==> src/rtl/tws_pkg.sv <==
package tws_pkg;

  localparam logic [3:0] DEV_CODE = 4'b1010;

  typedef enum logic [3:0] {
    ST_IDLE,
    ST_DEV,
    ST_AHI,
    ST_ALO,
    ST_WDAT,
    ST_ACK,
    ST_TX,
    ST_MACK,
    ST_WAIT
  } tws_state_e;

endpackage

==> src/rtl/tws_sync.sv <==
module tws_sync #(
  parameter int SYNC_STAGES = 2
) (
  input  logic clk,
  input  logic rst_n,
  input  logic scl_i,
  input  logic sda_i,
  output logic scl_s,
  output logic sda_s,
  output logic scl_rise,
  output logic scl_fall,
  output logic start_evt,
  output logic stop_evt
);

  logic [SYNC_STAGES:0] scl_sh;
  logic [SYNC_STAGES:0] sda_sh;

  always_ff @(posedge clk or negedge rst_n) begin
    if (!rst_n) begin
      scl_sh <= '1;
      sda_sh <= '1;
    end else begin
      scl_sh <= {scl_sh[SYNC_STAGES-1:0], scl_i};
      sda_sh <= {sda_sh[SYNC_STAGES-1:0], sda_i};
    end
  end

  // newest synchronized sample and the one before it
  assign scl_s     = scl_sh[SYNC_STAGES-1];
  assign sda_s     = sda_sh[SYNC_STAGES-1];
  assign scl_rise  =  scl_sh[SYNC_STAGES-1] & ~scl_sh[SYNC_STAGES];
  assign scl_fall  = ~scl_sh[SYNC_STAGES-1] &  scl_sh[SYNC_STAGES];
  assign start_evt =  scl_sh[SYNC_STAGES-1] & scl_sh[SYNC_STAGES]
                   &  sda_sh[SYNC_STAGES] & ~sda_sh[SYNC_STAGES-1];
  assign stop_evt  =  scl_sh[SYNC_STAGES-1] & scl_sh[SYNC_STAGES]
                   & ~sda_sh[SYNC_STAGES] &  sda_sh[SYNC_STAGES-1];

endmodule

==> src/rtl/tws_addr_ctr.sv <==
module tws_addr_ctr #(
  parameter int AW = 12,
  parameter int PW = 5
) (
  input  logic          clk,
  input  logic          rst_n,
  input  logic          load,
  input  logic [AW-1:0] load_val,
  input  logic          wr_step,
  input  logic          rd_step,
  output logic [AW-1:0] addr
);

  // write stepping keeps the page row, wraps the column
  function automatic logic [AW-1:0] page_step(input logic [AW-1:0] a);
    return {a[AW-1:PW], PW'(a[PW-1:0] + 1'b1)};
  endfunction

  // read stepping runs through the whole array
  function automatic logic [AW-1:0] lin_step(input logic [AW-1:0] a);
    return a + 1'b1;
  endfunction

  always_ff @(posedge clk or negedge rst_n) begin
    if (!rst_n)       addr <= '0;
    else if (load)    addr <= load_val;
    else if (wr_step) addr <= page_step(addr);
    else if (rd_step) addr <= lin_step(addr);
  end

endmodule

==> src/rtl/tws_mem_slave.sv <==
module tws_mem_slave #(
  parameter int MEM_BYTES   = 4096,
  parameter int PAGE_BYTES  = 32,
  parameter int SYNC_STAGES = 2
) (
  input  logic                         clk,
  input  logic                         rst_n,
  input  logic                         scl_i,
  input  logic                         sda_i,
  input  logic [2:0]                   chip_sel,
  output logic                         sda_oe,
  output logic                         mem_we,
  output logic [$clog2(MEM_BYTES)-1:0] mem_addr,
  output logic [7:0]                   mem_wdata,
  input  logic [7:0]                   mem_rdata
);
  import tws_pkg::*;

  localparam int AW = $clog2(MEM_BYTES);
  localparam int PW = $clog2(PAGE_BYTES);
  localparam int HW = AW - 8;

  logic scl_s, sda_s, scl_rise, scl_fall, start_evt, stop_evt;

  tws_sync #(.SYNC_STAGES(SYNC_STAGES)) u_sync (
    .clk(clk), .rst_n(rst_n), .scl_i(scl_i), .sda_i(sda_i),
    .scl_s(scl_s), .sda_s(sda_s), .scl_rise(scl_rise), .scl_fall(scl_fall),
    .start_evt(start_evt), .stop_evt(stop_evt)
  );

  tws_state_e    state_q, ret_q;
  logic [7:0]    shreg_q;
  logic [3:0]    bitcnt_q;
  logic [HW-1:0] hi_q;
  logic          oe_q;
  logic          mack_q;

  // named internal events
  logic rx_state, byte_done, dev_match, dev_reject, addr_load, wr_commit, rd_load;
  logic [AW-1:0] ctr;

  assign rx_state   = (state_q == ST_DEV) || (state_q == ST_AHI)
                   || (state_q == ST_ALO) || (state_q == ST_WDAT);
  assign byte_done  = rx_state && scl_fall && (bitcnt_q == 4'd8);
  assign dev_match  = (shreg_q[7:4] == DEV_CODE) && (shreg_q[3:1] == chip_sel);
  assign dev_reject = byte_done && (state_q == ST_DEV) && !dev_match;
  assign addr_load  = byte_done && (state_q == ST_ALO);
  assign wr_commit  = byte_done && (state_q == ST_WDAT);
  assign rd_load    = scl_fall && (((state_q == ST_ACK) && (ret_q == ST_TX))
                                || ((state_q == ST_MACK) && mack_q));

  tws_addr_ctr #(.AW(AW), .PW(PW)) u_ctr (
    .clk(clk), .rst_n(rst_n), .load(addr_load), .load_val({hi_q, shreg_q}),
    .wr_step(wr_commit), .rd_step(rd_load), .addr(ctr)
  );

  always_ff @(posedge clk or negedge rst_n) begin
    if (!rst_n) begin
      state_q  <= ST_IDLE;
      ret_q    <= ST_IDLE;
      shreg_q  <= '0;
      bitcnt_q <= '0;
      hi_q     <= '0;
      oe_q     <= 1'b0;
      mack_q   <= 1'b0;
    end else if (start_evt) begin
      state_q  <= ST_DEV;
      bitcnt_q <= '0;
      oe_q     <= 1'b0;
    end else if (stop_evt) begin
      state_q  <= ST_IDLE;
      oe_q     <= 1'b0;
    end else if (rd_load) begin
      shreg_q  <= mem_rdata;
      oe_q     <= ~mem_rdata[7];
      bitcnt_q <= 4'd1;
      state_q  <= ST_TX;
    end else if (byte_done) begin
      oe_q    <= 1'b1;
      state_q <= ST_ACK;
      unique case (state_q)
        ST_DEV: begin
          if (dev_match) ret_q <= shreg_q[0] ? ST_TX : ST_AHI;
          else begin
            oe_q    <= 1'b0;
            state_q <= ST_IDLE;
          end
        end
        ST_AHI: begin
          hi_q  <= shreg_q[HW-1:0];
          ret_q <= ST_ALO;
        end
        default: ret_q <= ST_WDAT;
      endcase
    end else begin
      unique case (state_q)
        ST_DEV, ST_AHI, ST_ALO, ST_WDAT: begin
          if (scl_rise && bitcnt_q != 4'd8) begin
            shreg_q  <= {shreg_q[6:0], sda_s};
            bitcnt_q <= bitcnt_q + 4'd1;
          end
        end
        ST_ACK: begin
          if (scl_fall) begin
            oe_q     <= 1'b0;
            bitcnt_q <= '0;
            state_q  <= ret_q;
          end
        end
        ST_TX: begin
          if (scl_fall) begin
            if (bitcnt_q == 4'd8) begin
              oe_q    <= 1'b0;
              state_q <= ST_MACK;
            end else begin
              oe_q     <= ~shreg_q[6];
              shreg_q  <= {shreg_q[6:0], 1'b0};
              bitcnt_q <= bitcnt_q + 4'd1;
            end
          end
        end
        ST_MACK: begin
          if (scl_rise) mack_q <= ~sda_s;
          if (scl_fall) state_q <= ST_WAIT;
        end
        default: ;
      endcase
    end
  end

  assign sda_oe    = oe_q;
  assign mem_we    = wr_commit;
  assign mem_wdata = shreg_q;
  assign mem_addr  = ctr;

endmodule

==> config.mk <==
export PLATFORM = sky130hd
export DESIGN_NAME = tws_mem_slave
export DESIGN_NICKNAME = d
export VERILOG_FILES = /design/src/rtl/tws_pkg.sv /design/src/rtl/tws_sync.sv /design/src/rtl/tws_addr_ctr.sv /design/src/rtl/tws_mem_slave.sv
export SDC_FILE = /design/constraint.sdc
export NUM_CORES = 1
export LEC_CHECK = 0
export BUFFER_PORTS_ARGS = -buffer_cell sky130_fd_sc_hd__buf_2
export CAP_MARGIN = 0
export CORE_UTILIZATION = 57
export CTS_CLUSTER_DIAMETER = 120
export DETAILED_ROUTE_END_ITERATION = 6
export PLACE_DENSITY = 0.9
export SLEW_MARGIN = 20
export SYNTH_ARGS = -nofsm -noshare
export SYNTH_HDL_FRONTEND = slang
export SYNTH_SLANG_ARGS = --single-unit
==> constraint.sdc <==
create_clock -name clk -period 2.15 [get_ports clk]
set_input_delay 0.1075 -clock clk [delete_from_list [all_inputs] [get_ports clk]]
set_output_delay 0.1075 -clock clk [all_outputs]
set_load 0.02 [all_outputs]
==> impl_summary.md <==
Placement
Detailed placement finished with a half-perimeter wire length of 4430 um. The cell area after placement is 0.00272 mm2. The global placement routability congestion is around 0.94. Timing analysis after detailed placement gives a worst setup slack of roughly 0.19 ns. In this run the tool buffered the top-level ports with 36 buffer cells.

Synthesis
The distinct cell type count after synthesis is 59. The share of the synthesized area in compound gates (AO/OA/AOI/OAI) is between 10% and 20%. The adder-cell share of the synthesized area is ~1.5%. The total of warnings raised by yosys is 0.

The most used flip-flop cell after synthesis is dfrtp_1. The number of synthesized register bits is 43. The share of the yosys chip area belonging to registers is between 40% and 50%. The synthesized netlist devotes under 10% of its cell area to XOR and XNOR gates. The synthesized-area fraction occupied by and/or/nand/nor cells is between 20 and 25%. The portion of synthesized area spent on multiplexers is 3.01%. The synthesized netlist occupies a cell area of roughly 0.0025 mm2. Counting flops with an async set or reset pin after synthesis yields a share of 100%. The cell count after synthesis came out at ~250. The post-synth net total is approximately 270. Counting flops with a built-in enable in the synthesized netlist gives 0.

By area, the combinational part of the netlist is dominated by simple AND/OR/NAND/NOR gates. Each instance of the synthesized netlist takes up on average roughly 9.8 um2.

Floorplanning
In this run the core area contains 23 standard-cell rows. The floorplan step defined a core boundary enclosing 0.00409 mm2. The I/O pin count is 37. The floorplan step defined a die boundary enclosing roughly 0.0046 mm2. The height of the chip is 68.1 um. The initial utilization of the core area, before any placement, comes to 61.0%.

The die is 68.1 um wide.

Worst setup path
The beginning of the worst register-to-register path is bitcnt_q[0]. The worst-path maximum fanout is 9. The delay of the slowest cell on the worst path is approximately 0.43 ns. The count of buffer and inverter cells on the critical path is 2.

On the critical path, the stage with the largest delay is an instance of dfrtp_1. The startpoint type of the worst setup path is a flip-flop. Data on the critical path is required at its endpoint by slightly above 2 ns. The type of element capturing the critical path is a primary output. Setup slack on the worst reg-to-reg path comes out at approximately 0.15 ns. In this run the number of cells on the critical path is 5. The number of cells on the worst reg-to-reg path is 8. The endpoint identified for the worst register-to-register timing path is mem_wdata[3]. The largest delay contributor family on the critical path is simple AND/OR/NAND/NOR gates. The signal on the critical path passes through inv_1 -> ha_1 -> and3b_1 -> nor4b_4 -> buf_2. The class of the most critical setup path is flip-flop to primary output. The worst path arrival time is between 1.5 and 2 ns.

Clocking
Gates resized during post-CTS repair numbered 0. The clock root buffer master is clkbuf_8. The clock reaches the later pin of the worst-skew pair after 0.29 ns.

The clock transition at the register clock pins on the worst setup and hold paths after CTS is around 0.070 ns. For this design, the sink count on the clock tree is between 40 and 50. In this run, CTS created clock tree buffers numbering 5. No sink is reached through more buffers than the 2 on the longest clock path.

TritonCTS built the clock tree. The total number of H-tree levels is 2.

Routing
The detail route stage leaves a number of antenna-violating nets equal to 0. The detailed router finished its first iteration with 214 violations. The per-cell via count in the routed design is ~6.2. The iteration count of the initial detailed-routing pass is 4. The final layout contains routed wiring with a total length of roughly 6000 um. After detailed routing, the average wire length per cell comes to approximately 17 um. The post-detailed-route DRC marker count is 0. The routed layout has between 2,000 and 2,500 vias.

Global routing
The global-route total usage across every layer is 29.0%. The initial antenna violation count is 0. The sum of overflow across all layers after global routing is 0.

Entering global routing, the biggest net connects 44 pins. The first global-routing pass estimated 9660 um of wire. The number of global-route vias before repair is around 2,000.

STA
The final critical path takes up 93.3% of the cycle. Setup repair after global routing left no endpoint under its margin. The achievable frequency is approximately 500 MHz. Across the routed clock network, the largest skew measured is 0.00942 ns. At the pin with the least slew margin, the transition time is about 0.92 ns. In this run the tightest slew margin relative to its limit is about 40%. The clock period could shrink to roughly 2 ns. The setup TNS is 0 ns.

The final hold violation count is 0. The setup violation total in the final timing report is 0. The final hold slack is approximately 0.027 ns. The worst setup slack after layout is 0.144 ns. The final-report max-slew violation count was 0.

Power and ir drop
The design draws 2.82 mW. Summed over all cells, the static leakage comes to about 1.3 nW. Power spread over the standard cell area amounts to approximately 990 mW/mm2. VDD sags by at most between 0.7 and 0.8 mV.

Layout
The sequential cells in the finished layout cover a total of 0.00108 mm2. From synthesis to final layout, the design area changed by 13.8%. The total inserted antenna cells is 0.

Counting the fill cells in the layout gives ~330. For this run, the post-layout net count is between 300 and 400. The final instance area is ~0.0028 mm2. The multi-input logic area is 0.00129 mm2. The post-route netlist has approximately a quarter of its cells at a drive strength greater than 1.

Job
The number of maximum-capacitance violations is 0.

Worst hold path
The worst hold path depth is 2. For hold timing, the worst endpoint is mem_wdata[0]. The worst min-delay path category is primary input to flip-flop. In this run the most critical hold path is launched from mem_rdata[0].

Status
The run finished with clean final reports.
## worst max-delay path by stage
stage / from / end / slack (ns)
floorplan: u_sync.scl_sh[1] / mem_wdata[0] / 0.31
CTS: state_q[1] / sda_oe / 0.17
global route: bitcnt_q[0] / mem_wdata[1] / 0.0003
detailed placement: bitcnt_q[0] / mem_wdata[3] / 0.19
finish: bitcnt_q[0] / mem_we / 0.14
global placement: u_sync.scl_sh[1] / mem_wdata[0] / 0.26
## placed cells by master, fill, tap and decap left out, types with 2 or more instances in the layout
| cell | count |
|---|---|
| buf_4 | 12 |
| nand2_1 | 27 |
| buf_2 | 36 |
| nor2b_1 | 3 |
| a41oi_1 | 2 |
| clkbuf_8 | 5 |
| nor3b_1 | 2 |
| or3_1 | 2 |
| a221o_1 | 5 |
| o22ai_1 | 3 |
| a211o_1 | 2 |
| nor3_1 | 2 |
| a31oi_1 | 8 |
| nand4_1 | 4 |
| o31ai_1 | 2 |
| o211ai_1 | 2 |
| o21ai_1 | 7 |
| mux2_2 | 4 |
| and3b_1 | 3 |
| nand4b_1 | 2 |
| a21oi_1 | 9 |
| xor2_1 | 9 |
| nand4bb_4 | 2 |
| dlygate4sd3_1 | 3 |
| nand2b_1 | 3 |
| nand3_1 | 8 |
| o21ai_0 | 16 |
| clkbuf_1 | 2 |
| inv_1 | 3 |
| dfrtp_1 | 37 |
| xnor2_1 | 3 |
| mux2i_1 | 3 |
| and2_1 | 2 |
| and3_1 | 10 |
| o311ai_1 | 3 |
| dfstp_2 | 6 |
| nor2_1 | 20 |
| ha_1 | 3 |
| o2111ai_1 | 2 |
## timing repair
action,CTS,global route
hold buffers,3,0
setup buffers,0,0
endpoints found under the hold margin,39,0
## power breakdown
group	switching [mW]	total (mW)	internal, mW
logic	0.595	1.06	0.461
registers	0.279	1.27	0.992
clock network	0.260	0.488	0.228
## through the flow
| stage | utilization, % | std cells |
|---|---|---|
| floorplan | - | 253 |
| global placement | 66.6 | 337 |
| detailed placement | 66.6 | 337 |
| CTS | 69.4 | 348 |
| global route | 69.4 | 348 |
| finish | 69.4 | 348 |
## cell usage after synthesis (2+ instances only)
cell type	instances	share of area, %
dfrtp_1	37	37
nand2_1	27	4.1
nor2_1	20	3.0
o21ai_0	16	3.2
and3_1	10	2.5
a21oi_1	9	1.8
xor2_1	9	3.2
a31oi_1	8	2.0
nand3_1	8	1.6
o21ai_1	7	1.4
buf_2	6	1.2
dfstp_2	6	6.3
a221o_1	5	2.0
buf_6	5	2.3
mux2_2	4	1.8
nand4_1	4	1.0
and3b_1	3	1.1
ha_1	3	1.5
inv_1	3	0.45
mux2i_1	3	1.2
nand2b_1	3	0.75
nor2b_1	3	0.75
o22ai_1	3	0.75
o311ai_1	3	1.1
xnor2_1	3	1.1
a211o_1	2	0.70
a41oi_1	2	0.70
and2_1	2	0.50
nand4b_1	2	0.70
nand4bb_4	2	2.2
nor3_1	2	0.40
nor3b_1	2	0.60
o2111ai_1	2	0.70
o211ai_1	2	0.60
o31ai_1	2	0.60
or3_1	2	0.50
## state kept, by name (all words and copies together) (netlist names)
signal	cells
sda_oe	1
mack_q	1
mem_wdata	8
ret_q	3
u_ctr.addr	12
u_sync.scl_sh	3
bitcnt_q	4
hi_q	4
u_sync.sda_sh	3
state_q	4
## metal layers
metal  vias to the layer above  track usage [%]  share of wire, %
met4                         0             9.64               1.9
met5                         -                0                 0
met2                        64             45.0                47
li1                       1023                -                 -
met1                      1044             40.6                45
met3                        11             5.50               5.5
## final cells by class
class,instances,area share (%)
clock buffer,7,2.69
inverter,4,0.530
sequential,43,38.2
timing repair buffer,51,10.6
tap,50,2.21
multi-input combinational,192,45.6
clock inverter,1,0.177
## logic make-up (layout without fill, tap and decap cells)
| kind of cell | count (synthesis) | count (layout) |
|---|---|---|
| AO/OA/AOI/OAI | 72 | 72 |
| XOR/XNOR | 12 | 12 |
| adder cells (fa/ha/maj) | 3 | 3 |
| buffers and inverters | 18 | 63 |
| flip-flops | 43 | 43 |
| multiplexers | 7 | 7 |
| AND/OR/NAND/NOR | 98 | 98 |
Power figures use the tool's default switching activity.
